`src/rtl/pwm_recovery_pkg.sv`:
```
package pwm_recovery_pkg;

  typedef enum logic [2:0] {
    CH_RUN   = 3'd0,  // normal modulation
    CH_ENTER = 3'd1,  // entry delay counting, still driving
    CH_HALT  = 3'd2,  // held low, bit low
    CH_HOLD  = 3'd3,  // bit high, hold-off counting
    CH_SYNC  = 3'd4,  // hold-off done, waiting for frame boundary
    CH_ARM   = 3'd5   // valid high, drive still gated until next boundary
  } ch_state_t;

  function automatic logic st_valid(input ch_state_t s);
    return (s == CH_RUN) || (s == CH_ENTER) || (s == CH_ARM);
  endfunction

  function automatic logic st_drive(input ch_state_t s);
    return (s == CH_RUN) || (s == CH_ENTER);
  endfunction

endpackage

```
`src/rtl/pwm_frame_tick.sv`:
```
module pwm_frame_tick #(
  parameter int FRAME_CYC = 256
) (
  input  logic clk,
  input  logic rst,
  output logic tick_o
);
  localparam int FW = (FRAME_CYC > 1) ? $clog2(FRAME_CYC) : 1;
  localparam logic [FW-1:0] LAST = FW'(FRAME_CYC - 1);

  logic [FW-1:0] cnt_q;

  always_ff @(posedge clk) begin
    if (rst) begin
      cnt_q <= '0;
    end else if (cnt_q == LAST) begin
      cnt_q <= '0;
    end else begin
      cnt_q <= cnt_q + 1'b1;
    end
  end

  assign tick_o = (cnt_q == LAST);
endmodule

```
`src/rtl/pwm_recovery_chan.sv`:
```
module pwm_recovery_chan
  import pwm_recovery_pkg::*;
#(
  parameter int SHORT_CYC   = 600,
  parameter int LONG_CYC    = 4700,
  parameter int HOLDOFF_CYC = 450000
) (
  input  logic clk,
  input  logic rst,
  input  logic rec_n_i,
  input  logic dly_sel_i,
  input  logic frame_tick_i,
  input  logic p_i,
  input  logic m_i,
  output logic p_o,
  output logic m_o,
  output logic valid_o
);
  localparam int MAXC = (HOLDOFF_CYC > LONG_CYC) ?
                        ((HOLDOFF_CYC > SHORT_CYC) ? HOLDOFF_CYC : SHORT_CYC) :
                        ((LONG_CYC > SHORT_CYC) ? LONG_CYC : SHORT_CYC);
  localparam int CW = $clog2(MAXC + 1);
  localparam logic [CW-1:0] SHORT_LAST = CW'(SHORT_CYC - 1);
  localparam logic [CW-1:0] LONG_LAST  = CW'(LONG_CYC - 1);
  localparam logic [CW-1:0] HOLD_LAST  = CW'(HOLDOFF_CYC - 1);

  ch_state_t     st_q, st_nxt;
  logic [CW-1:0] cnt_q;
  logic          long_q;
  logic [CW-1:0] enter_last;

  assign enter_last = long_q ? LONG_LAST : SHORT_LAST;

  always_comb begin
    st_nxt = st_q;
    unique case (st_q)
      CH_RUN:   if (!rec_n_i) st_nxt = CH_ENTER;
      CH_ENTER: if (cnt_q == enter_last) st_nxt = CH_HALT;
      CH_HALT:  if (rec_n_i) st_nxt = CH_HOLD;
      CH_HOLD: begin
        if (!rec_n_i)                st_nxt = CH_HALT;
        else if (cnt_q == HOLD_LAST) st_nxt = CH_SYNC;
      end
      CH_SYNC: begin
        if (!rec_n_i)          st_nxt = CH_HALT;
        else if (frame_tick_i) st_nxt = CH_ARM;
      end
      CH_ARM: begin
        if (!rec_n_i)          st_nxt = CH_HALT;
        else if (frame_tick_i) st_nxt = CH_RUN;
      end
      default: st_nxt = CH_HALT;
    endcase
  end

  always_ff @(posedge clk) begin
    if (rst) begin
      st_q    <= CH_HALT;
      cnt_q   <= '0;
      long_q  <= 1'b0;
      valid_o <= 1'b0;
      p_o     <= 1'b0;
      m_o     <= 1'b0;
    end else begin
      st_q <= st_nxt;
      if (st_nxt != st_q) begin
        cnt_q <= '0;
      end else if (st_q == CH_ENTER || st_q == CH_HOLD) begin
        cnt_q <= cnt_q + 1'b1;
      end
      if (st_q == CH_RUN && !rec_n_i) begin
        long_q <= dly_sel_i;
      end
      valid_o <= st_valid(st_nxt);
      p_o     <= st_drive(st_nxt) & p_i;
      m_o     <= st_drive(st_nxt) & m_i;
    end
  end
endmodule

```
`src/rtl/pwm_recovery_seq.sv`:
```
module pwm_recovery_seq #(
  parameter int NUM_CH      = 6,
  parameter int SHORT_CYC   = 600,
  parameter int LONG_CYC    = 4700,
  parameter int HOLDOFF_CYC = 450000,
  parameter int FRAME_CYC   = 256
) (
  input  logic              clk,
  input  logic              rst,
  input  logic [NUM_CH-1:0] rec_n_i,
  input  logic              dly_sel_i,
  input  logic [NUM_CH-1:0] pwm_p_i,
  input  logic [NUM_CH-1:0] pwm_m_i,
  output logic [NUM_CH-1:0] pwm_p_o,
  output logic [NUM_CH-1:0] pwm_m_o,
  output logic [NUM_CH-1:0] valid_o
);
  logic frame_tick;

  pwm_frame_tick #(.FRAME_CYC(FRAME_CYC)) u_tick (
    .clk    (clk),
    .rst    (rst),
    .tick_o (frame_tick)
  );

  for (genvar g = 0; g < NUM_CH; g++) begin : g_ch
    pwm_recovery_chan #(
      .SHORT_CYC   (SHORT_CYC),
      .LONG_CYC    (LONG_CYC),
      .HOLDOFF_CYC (HOLDOFF_CYC)
    ) u_chan (
      .clk          (clk),
      .rst          (rst),
      .rec_n_i      (rec_n_i[g]),
      .dly_sel_i    (dly_sel_i),
      .frame_tick_i (frame_tick),
      .p_i          (pwm_p_i[g]),
      .m_i          (pwm_m_i[g]),
      .p_o          (pwm_p_o[g]),
      .m_o          (pwm_m_o[g]),
      .valid_o      (valid_o[g])
    );
  end
endmodule

```
`config.mk`:
```
export PLATFORM = sky130hd
export DESIGN_NAME = pwm_recovery_seq
export DESIGN_NICKNAME = d
export VERILOG_FILES = /design/src/rtl/pwm_recovery_pkg.sv /design/src/rtl/pwm_frame_tick.sv /design/src/rtl/pwm_recovery_chan.sv /design/src/rtl/pwm_recovery_seq.sv
export SDC_FILE = /design/constraint.sdc
export NUM_CORES = 1
export LEC_CHECK = 0
export BUFFER_PORTS_ARGS = -buffer_cell sky130_fd_sc_hd__buf_2
export CAP_MARGIN = 25
export CORE_MARGIN = 5
export CORE_UTILIZATION = 56
export CTS_CLUSTER_SIZE = 16
export DETAILED_ROUTE_END_ITERATION = 16
export HOLD_SLACK_MARGIN = 0.05
export PLACE_DENSITY = 0.76
export SYNTH_ARGS = -nofsm -noshare
export SYNTH_HDL_FRONTEND = slang
export SYNTH_SLANG_ARGS = --single-unit
export TNS_END_PERCENT = 1
```
`constraint.sdc`:
```
create_clock -name clk -period 2.52 [get_ports clk]
set_clock_uncertainty 0.15 [all_clocks]
set_input_delay 0.126 -clock clk [delete_from_list [all_inputs] [get_ports clk]]
set_output_delay 0.126 -clock clk [all_outputs]
set_load 0.05 [all_outputs]
```
==> flow_summary.ini <==
[finish]
n_antenna_cell = 0
drive_gt1_share_pct = 12.7
fin_nets = 1071
area_growth_pct = 13.5
stdcell_count = 1244
fillers = 1215
fin_area_sq_um = 9670
postLayoutCoreUtil_pct = 64.3

[worst_setup_path]
rr_endpoint = g_ch[5].u_chan.cnt_q[15]
reg2reg_slack_ps = 170
critPathMaxStageDelay_ps = 480
crit_buf_inv = 1
crit_type = flip-flop to flip-flop
crit-reg2reg-launch = u_tick.cnt_q[0]
crit_start = u_tick.cnt_q[0]
r2r_cells = 7
critPathMaxFanout = 19
critPathSlowestCell = or4b_1
start_kind = flip-flop
endpoint_kind = flip-flop
critPathRequiredTime_ps = 2730
endpoint = g_ch[5].u_chan.cnt_q[15]
cp_top_family = simple AND/OR/NAND/NOR gates
path_depth = 7
cpMostUsedCell = and3_1
path_cells = ha_1 > and3_1 > and3_1 > o32a_1 > or4b_1 > buf_6 > nor3_1
arrival_ps = 2560

[sta]
whs_ps = 289
rsz0062_at_grt = no
fin_crit_ps = 2350
fin_crit_sh_pct = 93.2
max_freq_ghz = 0.426
worst_pin_slew_ps = 690
hold_viol_final = 0
final-setup-viol-count = 0
slew_headroom_pct = 53.6
finalMaxSlewViolations = 0
tns_ps = 0

[flow_run]
drv_cap = 0

[place]
place_hpwl_um = 12600
dp_cells = 1191
io_buffers = 38
gp_congestion = 0.877
placed_area_sq_um = 8880

[clock_network]
cts_tree = yes
clock_tree.root_cell = clkbuf_16
clk_latency_ps = 440
clk_pin_slew_worst_paths_ps = 70
clock-sinks = 164
cts.path.max_buffers = 2
numCtsBuffers = 17
post_cts_buffers = 0
htree_levels = 4

[floorplanning]
die_w_um = 133
start_util_pct = 56.7
dieHeight_um = 133
ios = 39
die_area_sq_um = 17800
coreArea_sq_um = 15000
rows = 45

[global_route]
grt_pass1_wl_um = 31900
grt_max_degree = 24
grt_pass1_vias = 6864
antenna_found_initial = 0
grt_use_met3_pct = 3.66
overflow = 0
met2_usage_pct = 35.1
grt_use_total_pct = 21.3
globalRoute.busiestLayer = met2
grt_use_met1_pct = 28.1

[drt]
vias_per_cell = 5.89
vias = 7331
remaining_drc_errors = 0
wl_um = 18600
final_antenna_net_count = 0
drt_iter0_markers = 484
firstDrtPassIters = 5
avgRoutedWirePerCell_um = 14.9

[synth]
synth-main-ff-cell = dfxtp_1
async_flop_share_pct = 0
synth.distinct_cells = 64
yosysWarnings = 0
ys_ff_latch = 164
avgSynthCellArea_sq_um = 8.59
synth-edff-count = 0
syn_area_sq_um = 8520
yosysSeqAreaShare_pct = 38.5
synthCells = 991
synth_nets = 1019

[outcome]
status = completed

[power]
vdd.ir_drop.worst_uv = 522
power.density_nw_per_um2 = 561
p_leak_nw = 3.31

[worst_hold_path]
hp-class = primary input to flip-flop
[cell type report]
type | instances | area [sq um] | share of cell area (%)
Inverter | 23 | 86.3 | 0.893
Clock inverter | 12 | 121 | 1.26
Multi-Input combinational cell | 737 | 4770 | 49.4
Clock buffer | 20 | 447 | 4.62
Sequential cell | 164 | 3280 | 34.0
Tap cell | 188 | 235 | 2.43
Timing Repair Buffer | 100 | 724 | 7.49
[kinds of logic (layout without fill, tap and decap cells)]
logic type	after synthesis	count (layout)	synth area share [%]
flops	164	164	38.5
xor+xnor	115	115	11.8
simple gates	512	512	34.4
buf+inv	90	155	5.45
mux	11	11	1.29
compound gates	92	92	7.43
fa+ha+maj	7	7	1.03
[metrics by stage]
stage	worst slack (ps)	total power [mW]
global placement	196	2.96
floorplan	97.6	2.87
global route	26.1	5.61
CTS	123	5.47
detailed placement	142	2.96
finish	172	5.42
[worst register-to-register path, stage by stage, from the launching register on]
cell     delay [ps]
dfxtp_1         340
ha_1            280
and3_1          180
and3_1          180
o32a_1          270
or4b_1          480
buf_6           190
nor3_1          200
[Yosys cell counts, types with 11 or more instances]
cell | number | area (sq um)
a21oi_1 | 28 | 140
and3_1 | 22 | 138
buf_2 | 11 | 55.1
buf_4 | 21 | 158
clkbuf_1 | 30 | 113
dfxtp_1 | 164 | 3280
inv_1 | 23 | 86.3
mux2i_1 | 11 | 110
nand2_1 | 76 | 285
nand3_1 | 39 | 195
nand4_1 | 37 | 231
nor2_1 | 74 | 278
nor2b_1 | 14 | 87.6
nor3_1 | 94 | 470
nor3_2 | 11 | 110
nor4_1 | 45 | 282
nor4b_1 | 12 | 105
o21ai_0 | 14 | 70.1
xnor2_1 | 49 | 429
xor2_1 | 66 | 578
[registers in the layout, summed over array words and instances (netlist names)]
register and cells:
g_ch.u_chan.long_q 6, g_ch.u_chan.st_q 18, g_ch.u_chan.valid_o 6, g_ch.u_chan.m_o 6, u_tick.cnt_q 8, g_ch.u_chan.p_o 6, g_ch.u_chan.cnt_q 114
[per-layer routing]
metal  vias up  wire length (um)
met2       149              8820
met5         -                 0
met3        30               695
met1      3479              8660
met4         0               397
li1       3673                 -
[placed cells by master (no fill, tap or decap), drive strengths merged, types with 6 or more instances in the layout]
master,netlist,layout
dfxtp,164,164
nor3,105,105
buf,35,79
nand2,76,76
nor2,74,74
xor2,66,66
xnor2,49,49
nor4,46,46
nand3,39,39
nand4,37,37
a21oi,28,28
inv,23,27
and3,22,22
dlygate4sd3,0,21
clkbuf,32,20
nor2b,14,14
o21ai,14,14
nor4b,12,12
mux2i,11,11
and4b,9,9
nand4b,9,9
a211oi,9,9
or4b,9,9
and4,8,8
nor3b,8,8
a31oi,7,7
ha,7,7
nand4bb,6,6
nand2b,6,6
and2,6,6
[power breakdown]
group,leakage [nW],switching [mW],total (mW),internal (mW)
clock network,0.264,1.09,2.49,1.40
logic,1.72,0.178,0.301,0.123
registers,1.32,0.0239,2.63,2.61
total,3.31,1.29,5.42,4.13
[repair_timing]
action,CTS,global route
resized for setup,0,2
hold buffers,21,0
setup endpoints to repair,0,4
hold endpoints to repair,33,0
[how the worst min path moves through the flow]
stage	startpoint	endpoint	slack, ps	cells past startpoint
after floorplan	rec_n_i[1]	g_ch[1].u_chan.valid_o	80	1
after detailed placement	pwm_m_i[3]	g_ch[3].u_chan.m_o	180	2
after global placement	pwm_p_i[3]	g_ch[3].u_chan.p_o	180	2
after CTS	pwm_m_i[3]	g_ch[3].u_chan.m_o	250	3
after global routing	pwm_m_i[3]	g_ch[3].u_chan.m_o	290	3
final	pwm_m_i[3]	g_ch[3].u_chan.m_o	290	3
(Power assumes the default switching activity.)
